## src/rtl/pew_pkg.sv

```systemverilog
package pew_pkg;

  typedef enum logic [1:0] {
    WC_NATIVE = 2'd0,
    WC_BYTE   = 2'd1,
    WC_HALF   = 2'd2,
    WC_WORD   = 2'd3
  } wcode_e;

  // width code to bit count
  function automatic int width_of(input logic [1:0] code, input int xlen);
    case (wcode_e'(code))
      WC_BYTE: return 8;
      WC_HALF: return 16;
      WC_WORD: return 32;
      default: return xlen;
    endcase
  endfunction

endpackage

```

## src/rtl/pew_operand_ext.sv

```systemverilog
module pew_operand_ext #(
  parameter int XLEN = 64,
  localparam int WBW = $clog2(XLEN) + 1
) (
  input  logic [XLEN-1:0] din,
  input  logic [WBW-1:0]  src_w,
  input  logic [WBW-1:0]  op_w,
  input  logic            sign_ext,
  output logic [XLEN-1:0] dout
);
  logic [XLEN-1:0] mask_src, mask_op, masked;
  logic            msb;

  always_comb begin
    mask_src = (src_w >= WBW'(XLEN)) ? '1 : ~({XLEN{1'b1}} << src_w);
    mask_op  = (op_w  >= WBW'(XLEN)) ? '1 : ~({XLEN{1'b1}} << op_w);
    masked   = din & mask_src;           // drop bits above the width
    msb      = masked[src_w - WBW'(1)];
    if (sign_ext && (src_w < op_w) && msb)
      dout = masked | (mask_op & ~mask_src);
    else
      dout = masked;
  end
endmodule

```

## src/rtl/pew_resize.sv

```systemverilog
module pew_resize #(
  parameter int XLEN = 64,
  localparam int WBW = $clog2(XLEN) + 1
) (
  input  logic [XLEN-1:0] sum,
  input  logic [WBW-1:0]  op_w,
  input  logic [WBW-1:0]  dst_w,
  output logic [XLEN-1:0] dout
);
  logic [XLEN-1:0] mask_op, mask_dst, trimmed;

  always_comb begin
    mask_op  = (op_w  >= WBW'(XLEN)) ? '1 : ~({XLEN{1'b1}} << op_w);
    mask_dst = (dst_w >= WBW'(XLEN)) ? '1 : ~({XLEN{1'b1}} << dst_w);
    trimmed  = sum & mask_op;                   // wrap at op width
    if ((dst_w > op_w) && trimmed[op_w - WBW'(1)])
      dout = (trimmed | ~mask_op) & mask_dst;   // widen signed
    else
      dout = trimmed & mask_dst;                // truncate
  end
endmodule

```

## src/rtl/pew_elem_locate.sv

```systemverilog
module pew_elem_locate #(
  parameter int XLEN = 64,
  parameter int NREG = 128,
  parameter int IDXW = 10,
  localparam int RW  = $clog2(NREG),
  localparam int BYW = $clog2(XLEN/8),
  localparam int WBW = $clog2(XLEN) + 1,
  localparam int AW  = RW + BYW + IDXW + 2,
  localparam int FILE_B = NREG * (XLEN/8)
) (
  input  logic [RW-1:0]   base_reg,
  input  logic [IDXW-1:0] elem_idx,
  input  logic [WBW-1:0]  dst_w,
  output logic [RW-1:0]   loc_reg,
  output logic [BYW-1:0]  loc_byte,
  output logic            fault
);
  logic [AW-1:0] unit_b, addr_b;

  always_comb begin
    unit_b   = AW'(dst_w >> 3);
    addr_b   = (AW'(base_reg) << BYW) + AW'(elem_idx) * unit_b;
    loc_reg  = addr_b[BYW +: RW];
    loc_byte = addr_b[BYW-1:0];
    fault    = (addr_b + unit_b) > AW'(FILE_B);
  end
endmodule

```

## src/rtl/pew_adder.sv

```systemverilog
module pew_adder #(
  parameter int XLEN = 64,
  parameter int NREG = 128,
  parameter int IDXW = 10,
  parameter int IMMW = 12,
  localparam int RW  = $clog2(NREG),
  localparam int BYW = $clog2(XLEN/8),
  localparam int WBW = $clog2(XLEN) + 1
) (
  input  logic            clk,
  input  logic            rst,
  input  logic            in_valid,
  input  logic            word_mode,
  input  logic            use_imm,
  input  logic [1:0]      wcode_a,
  input  logic [1:0]      wcode_b,
  input  logic [1:0]      wcode_d,
  input  logic [XLEN-1:0] opa,
  input  logic [XLEN-1:0] opb,
  input  logic [IMMW-1:0] imm,
  input  logic [RW-1:0]   base_reg,
  input  logic [IDXW-1:0] elem_idx,
  output logic            res_valid,
  output logic            res_fault,
  output logic [XLEN-1:0] res_data,
  output logic [RW-1:0]   res_reg,
  output logic [BYW-1:0]  res_byte
);
  import pew_pkg::*;

  logic [WBW-1:0]  wa, wb, wd, op_w;
  logic            sign_ext;
  logic [XLEN-1:0] src_data [2];
  logic [WBW-1:0]  src_w    [2];
  logic [XLEN-1:0] ext_data [2];
  logic [XLEN-1:0] sum, sized;
  logic [RW-1:0]   loc_reg;
  logic [BYW-1:0]  loc_byte;
  logic            fault;

  always_comb begin
    wa = WBW'(width_of(wcode_a, XLEN));
    wb = WBW'(width_of(wcode_b, XLEN));
    wd = WBW'(width_of(wcode_d, XLEN));
    sign_ext    = use_imm | word_mode;
    src_data[0] = opa;
    src_w[0]    = wa;
    src_data[1] = use_imm ? XLEN'(imm) : opb;
    src_w[1]    = use_imm ? WBW'(IMMW) : wb;
    if (use_imm)
      op_w = (wa > WBW'(IMMW)) ? wa : WBW'(IMMW);
    else
      op_w = (wa > wb) ? wa : wb;
  end

  for (genvar s = 0; s < 2; s++) begin : g_src
    pew_operand_ext #(.XLEN(XLEN)) u_ext (
      .din      (src_data[s]),
      .src_w    (src_w[s]),
      .op_w     (op_w),
      .sign_ext (sign_ext),
      .dout     (ext_data[s])
    );
  end

  assign sum = ext_data[0] + ext_data[1];

  pew_resize #(.XLEN(XLEN)) u_resize (
    .sum   (sum),
    .op_w  (op_w),
    .dst_w (wd),
    .dout  (sized)
  );

  pew_elem_locate #(.XLEN(XLEN), .NREG(NREG), .IDXW(IDXW)) u_loc (
    .base_reg (base_reg),
    .elem_idx (elem_idx),
    .dst_w    (wd),
    .loc_reg  (loc_reg),
    .loc_byte (loc_byte),
    .fault    (fault)
  );

  always_ff @(posedge clk) begin
    if (rst) begin
      res_valid <= 1'b0;
      res_fault <= 1'b0;
      res_data  <= '0;
      res_reg   <= '0;
      res_byte  <= '0;
    end else begin
      res_valid <= in_valid & ~fault;
      res_fault <= in_valid & fault;
      if (in_valid) begin
        res_data <= sized;
        res_reg  <= loc_reg;
        res_byte <= loc_byte;
      end
    end
  end
endmodule

```

## config.mk

```make
export PLATFORM = sky130hd
export DESIGN_NAME = pew_adder
export DESIGN_NICKNAME = d
export VERILOG_FILES = /design/src/rtl/pew_pkg.sv /design/src/rtl/pew_operand_ext.sv /design/src/rtl/pew_resize.sv /design/src/rtl/pew_elem_locate.sv /design/src/rtl/pew_adder.sv
export SDC_FILE = /design/constraint.sdc
export NUM_CORES = 1
export LEC_CHECK = 0
export ABC_AREA = 0
export BUFFER_PORTS_ARGS = -buffer_cell sky130_fd_sc_hd__buf_2
export CAP_MARGIN = 20
export CELL_PAD_IN_SITES_DETAIL_PLACEMENT = 2
export CELL_PAD_IN_SITES_GLOBAL_PLACEMENT = 2
export CORE_AREA = 2 2 200 202
export DETAILED_ROUTE_END_ITERATION = 7
export DIE_AREA = 0 0 202 204
export PLACE_DENSITY = 0.76
export SYNTH_ARGS = -nofsm -noshare
export SYNTH_HDL_FRONTEND = slang
export SYNTH_SLANG_ARGS = --single-unit
```

## constraint.sdc

```tcl
create_clock -name clk -period 7.27 [get_ports clk]
set_input_delay 0.3635 -clock clk [delete_from_list [all_inputs] [get_ports clk]]
set_output_delay 0.3635 -clock clk [all_outputs]
set_load 0.01 [all_outputs]
```

Yosys cells after proc, flatten, opt, wreduce, memory -nomap -nowiden
Index checks and enable logic that the tools add are counted.

storage, ports and cells
  bits in registers = 76
  input bits = 168
  output and inout bits = 76
  word-level logic and storage cells = 85

cells by class
  add/sub/neg operators = 6
  multipliers = 1
  magnitude comparators = 13
  eq/ne operators = 9
  shift operators = 4
  multiplexer cells = 21
  bitwise operators = 21
  reductions and logical operators = 5

operator list
  kind                                                             number
  2-to-1 mux 64 bit                                                8
  AND 64 bit                                                       7
  NOT 64 bit                                                       7
  left shift 64 x 7 -> 64 bit, first input constant                4
  bitwise OR 64 bit                                                3
  adder 64 bit                                                     1
  one-hot mux 7 bit (3 select lines)                               3
  greater-or-equal comparator 7 bit, second input constant         4
  2-to-1 mux 7 bit                                                 4
  adder 10 x 22 -> 22 bit                                          1
  adder 22 x 4 -> 22 bit                                           1
  greater-than comparator 22 x 11 -> 1 bit, second input constant  1
  less-than comparator 7 bit, second input constant                3
  subtractor 7 x 1 -> 7 bit, second input constant                 3
  binary-select mux 1 bit (select 6 bit)                           3
  greater-than comparator 7 bit                                    2
  less-than comparator 7 bit                                       2
  multiplier 10 x 4 -> 14 bit                                      1
  equality test 2 bit, second input constant                       6
  greater-than comparator 7 x 4 -> 1 bit, second input constant    1
  equality test 2 x 1 -> 1 bit, second input constant              3
  logical AND 1 bit                                                5
  2-to-1 mux 1 bit                                                 3
  AND 1 bit                                                        2
  other kinds (2)                                                  2

Depth between registers and ports, before layout
  depth in word-level cells = 17
  gate-level depth with buffers = 34
  mapped depth without buffers = 31

Modules after synthesis
Synthesis repeated with hierarchy kept, for this count alone.

unflattened totals
  cell total of the unflattened synthesis = 2823
  area, all modules = 19072.0 um^2

by module, submodules not included
  module           times used  cells each  area each (um^2)  sequential area each (um^2)
  pew_adder        1           966         7462.2            1521.5
  pew_operand_ext  2           558         3333.2            0.0
  pew_resize       1           549         3288.2            0.0
  pew_elem_locate  1           192         1655.3            0.0

Worst setup path after synthesis
No wires, ideal clock.

  path type = input to register
  start point = in wcode_b[1]
  end point = reg res_data[36]
  library setup time = 139 ps
  arrival = 7063 ps
  data required time = 7131 ps
  slack = 69 ps
  stages on the path = 30
  path buffers = 2
  path through = buf_2 nor2b_1 inv_1 ha_1 nand3_1 or3_1 a21oi_2 mux2i_4 inv_1 ha_1 or2_2 a21oi_1 o2111ai_1 and4_4 or2_2 or4_1 o211ai_1 ha_1 a21oi_1 a21oi_1 a211o_1 o2111ai_1 nand3_2 a211o_1 and4_1 o311ai_1 nand4_1 o2111ai_2 buf_4 o211ai_2

on the way
  cells in the longest elaborated chain, start to end = 17
  elaborated cells between the ends (all ways) = 45
  classes of those cells = 3 x add/sub; 6 x order compare; 3 x eq/ne; 2 x shift; 13 x mux; 13 x bitwise; 5 x reduce/logical

ends and longest elaborated chain
  element                                                                      line                                                            text
  from (decl)                                                                  pew_adder.sv:16                                                 input logic [1:0] wcode_b,
  equality test 2 bit or equality test 2 x 1 -> 1 bit (tied branches)          pew_pkg.sv:12                                                   case (wcode_e'(code))
  one-hot mux 7 bit (3 select lines) *                                         pew_pkg.sv:12
  2-to-1 mux 7 bit or greater-than comparator 7 bit (tied branches)            pew_adder.sv:49, pew_adder.sv:53
  left shift 64 x 7 -> 64 bit or 2-to-1 mux 7 bit (tied branches)              pew_operand_ext.sv:15, pew_adder.sv:53
  NOT 64 bit or 2-to-1 mux 7 bit (tied branches)                               pew_operand_ext.sv:15, pew_adder.sv:50
  2-to-1 mux 64 bit or left shift 64 x 7 -> 64 bit (tied branches)             pew_operand_ext.sv:15, pew_operand_ext.sv:16, pew_resize.sv:13
  AND 64 bit or NOT 64 bit (tied branches)                                     pew_operand_ext.sv:17, pew_operand_ext.sv:16, pew_resize.sv:13
  binary-select mux 1 bit (select 6 bit) or 2-to-1 mux 64 bit (tied branches)  pew_operand_ext.sv:18, pew_operand_ext.sv:16, pew_resize.sv:13
  2-to-1 mux 1 bit (not written as such) or AND 64 bit (tied branches)         pew_operand_ext.sv:18, pew_operand_ext.sv:20
  logical AND 1 bit or bitwise OR 64 bit (tied branches)                       pew_operand_ext.sv:19, pew_operand_ext.sv:20
  2-to-1 mux 64 bit                                                            pew_operand_ext.sv:19                                           if (sign_ext && (src_w < op_w) && msb)
  adder 64 bit                                                                 pew_adder.sv:66                                                 assign sum = ext_data[0] + ext_data[1];
  AND 64 bit                                                                   pew_resize.sv:15                                                trimmed = sum & mask_op;
  binary-select mux 1 bit (select 6 bit)                                       pew_resize.sv:16                                                if ((dst_w > op_w) && trimmed[op_w - WBW'(1)])
  2-to-1 mux 1 bit (not written as such)                                       pew_resize.sv:16
  logical AND 1 bit                                                            pew_resize.sv:16
  2-to-1 mux 64 bit *                                                          pew_resize.sv:16
  to (signal assigned)                                                         pew_adder.sv:95                                                 res_data <= sized;
  to (decl)                                                                    pew_adder.sv:25                                                 output logic [XLEN-1:0] res_data,

Mark *: on every way between the ends. The rest lies on a longest branch, timed or not. The select of a mux whose other input is x is not followed.
A chain may end at the register's enable or synchronous reset.

Worst setup path after layout
  start point = in wcode_b[0]
  end point = reg res_data[62]

The elaborated chain is that of the path after synthesis.

==> results.toml <==
[timing]
hold_viol_final = 0
fin_skew_ns = 0
period_share_pct = 98.64
fin_hold_ws_ns = 0.3730
fin_crit_ns = 7.171
tns_ns = 0
fmax_mhz = 139.4
drv_slew = 0
max_slew_margin_pct = 28.26
finalWorstSetupSlack_ns = 0.09861
worstMarginPinSlew_ns = 1.059
setup_viol = 0

[floorplanning]
dieHeight_um = 204
initial_core_util_pct = 28.56
fp.dieArea_um2 = 41210
placement_rows = 73
core_um2 = 39180
die_x_um = 202
ios = 244

[cells_and_area]
final_util_pct = 38.69
fin_cells = 2441
final_layout_size_suffix_gt1_share_pct = 31.00
stdcell_area_um2 = 15160
area_growth_pct = 35.46
largest_reg_flops = 64
nets = 2214

[logic_synthesis]
synth_area_leaders = "dfxtp_1 14%, ha_1 13%, nand2_1 6.4%"
synthTopCellsByCount = "191 x nand2_1, 118 x a21oi_1, 118 x ha_1"
synth_ff_type = "dfxtp_1"
synth_top_cell_area_share_pct = 13.60
ys_warn_count = 0
async_flop_share_pct = 0
synth_nets = 1827
synth.area.mux_share_pct = 2.572
synth_area_leader_cell = "dfxtp_1"
synth_area_um2 = 11190
synthSimpleGateAreaFrac_pct = 21.53
ys_seq_elements = 76
synth_edf_count = 0
ys_seq_area_share_pct = 13.60
synthCells = 1522
synth_most_common_cell = "nand2_1"
avgSynthCellArea_um2 = 7.353
synth-xor-area-share_pct = 5.713
synth_top_family_by_area = "compound AO/OA/AOI/OAI gates"
synth.distinct_cells = 90
synth_compound_area_share_pct = 33.62
synth_adder_area_share_pct = 16.68

[cts]
clock_path_buffers = 2
cts_tree = "yes"
cts.htree.levels = 3
cts_made_buffers = 9
root_buffer = "clkbuf_16"
clock_sinks = 76
path_clk_slew_ns = 0.07
clk_latency_ns = 0.36
hold_buffers = 0

[detailed_routing]
ant_nets = 0
first_pass_iters = 6
drcViolationCount = 0
drt_iter0_markers = 590
routed_via_density = 5.544
routedWlPerCell_um = 23.01
routed_wl_um = 56170
dr_total_vias = 13530

[placed_design]
dp_cells = 2406
io_buffer_count = 243
placed_area_um2 = 14220
preCtsSetupSlack_ns = -0.3942
gp_congestion = 0.8771
hpwl_um = 44620

[global_routing]
grt_pass1_vias = 14350
antenna_found_initial = 6
grt_max_degree = 65
grt_pass1_wl_um = 82150
grt_overflow_total = 0
track_usage_pct = 25.28

[run]
cap_violations = 0

[power]
power.leakage_nw = 7.624
powerDensity_nw_per_um2 = 165.0
vdd_drop_max_v = 0.0001089
power_mw = 2.501

[critical_path]
cp.arrival_ns = 7.46
required_ns = 7.56
worst-r2r-setup-slack_ns = 6.41
crit_slowest_cell = "or4_4"
cpMostUsedCell = "buf_4"
crit_path_end_kind = "register"
critPathLaunchType = "input pin"
crit_type = "in2reg"
critPathMaxFanout = 5
worst_path_largest_cell_delay_ns = 0.54

[status]
status = "finished, final reports clean"

[hold_path]
min_path_type = "in2reg"
## what timing repair did
item                                    CTS  global route
setup buffers                             0            13
cloned                                    0             4
gates resized for setup                   5            82
pin swaps                                 1            30
endpoints found under the setup margin   39            64
hold endpoints to repair                  0             0
## cells by family after synthesis
| kind of cell | count (synthesis) |
|---|---|
| compound gates | 549 |
| simple gates | 490 |
| fa+ha+maj | 138 |
| xor+xnor | 73 |
| mux | 24 |
| flops | 76 |
| buf+inv | 172 |
## worst paths after layout
check                from           end  cells past startpoint
max reg2reg  res_data[30]  res_data[30]                      2
min                   rst    res_reg[6]                      2
max            wcode_b[0]  res_data[62]                     34
min reg2reg    res_reg[4]    res_reg[4]                      2
## cells in the final DEF (no fill, tap or decap), types with 9 or more instances in the layout
cell and n:
and2_1 32, buf_4 206, o21a_1 11, fa_1 19, a32oi_1 28, xnor2_1 48, o31ai_1 30, dfxtp_1 76
xor2_1 23, ha_1 107, and3_1 9, clkbuf_16 12, nand2_1 187, a211oi_1 11, nand3_1 36, mux2i_1 12
a31oi_1 10, or2_2 10, o21ai_1 29, nor2b_1 18, o21ai_0 94, nand2b_1 22, a21o_1 83, nor2_1 65
o21bai_1 12, a21oi_1 109, inv_1 85, nand4_1 17, buf_2 242, o211ai_1 12, or3_1 9, a22oi_1 30
nor3_1 24
## final cells by class
| class | count | area [µm²] |
|---|---|---|
| Antenna cell | 3 | 7.507 |
| Clock buffer | 11 | 242.7 |
| Clock inverter | 4 | 97.59 |
| Fill cell | 4559 | 24020 |
| Inverter | 92 | 350.3 |
| Multi-Input combinational cell | 1274 | 9376 |
| Sequential cell | 76 | 1521 |
| Tap cell | 525 | 656.9 |
| Timing Repair Buffer | 456 | 2907 |
## per-layer routing
layer	share of wire [%]	up-vias	global-route usage (%)
met5	0.048	-	0
met4	3.2	4	8.351
met3	4.2	91	3.125
met2	49	365	43.99
met1	43	6737	32.31
li1	-	6336	-
## critical path, delay by kind of cell
family,cells,cell delay [ns]
AOI/OAI and AO/OA,13,3.10
and+or+nand+nor,7,1.49
buffers and inverters,10,1.45
adders and majority gates,3,0.93
xor gates and xnor gates,1,0.12
## power breakdown
part / internal (mW) / switching (mW)
Clock: 0.344 / 0.205
Sequential: 0.450 / 0.0251
Combinational: 0.614 / 0.864
Note: power is estimated with default switching activity, not from simulation.
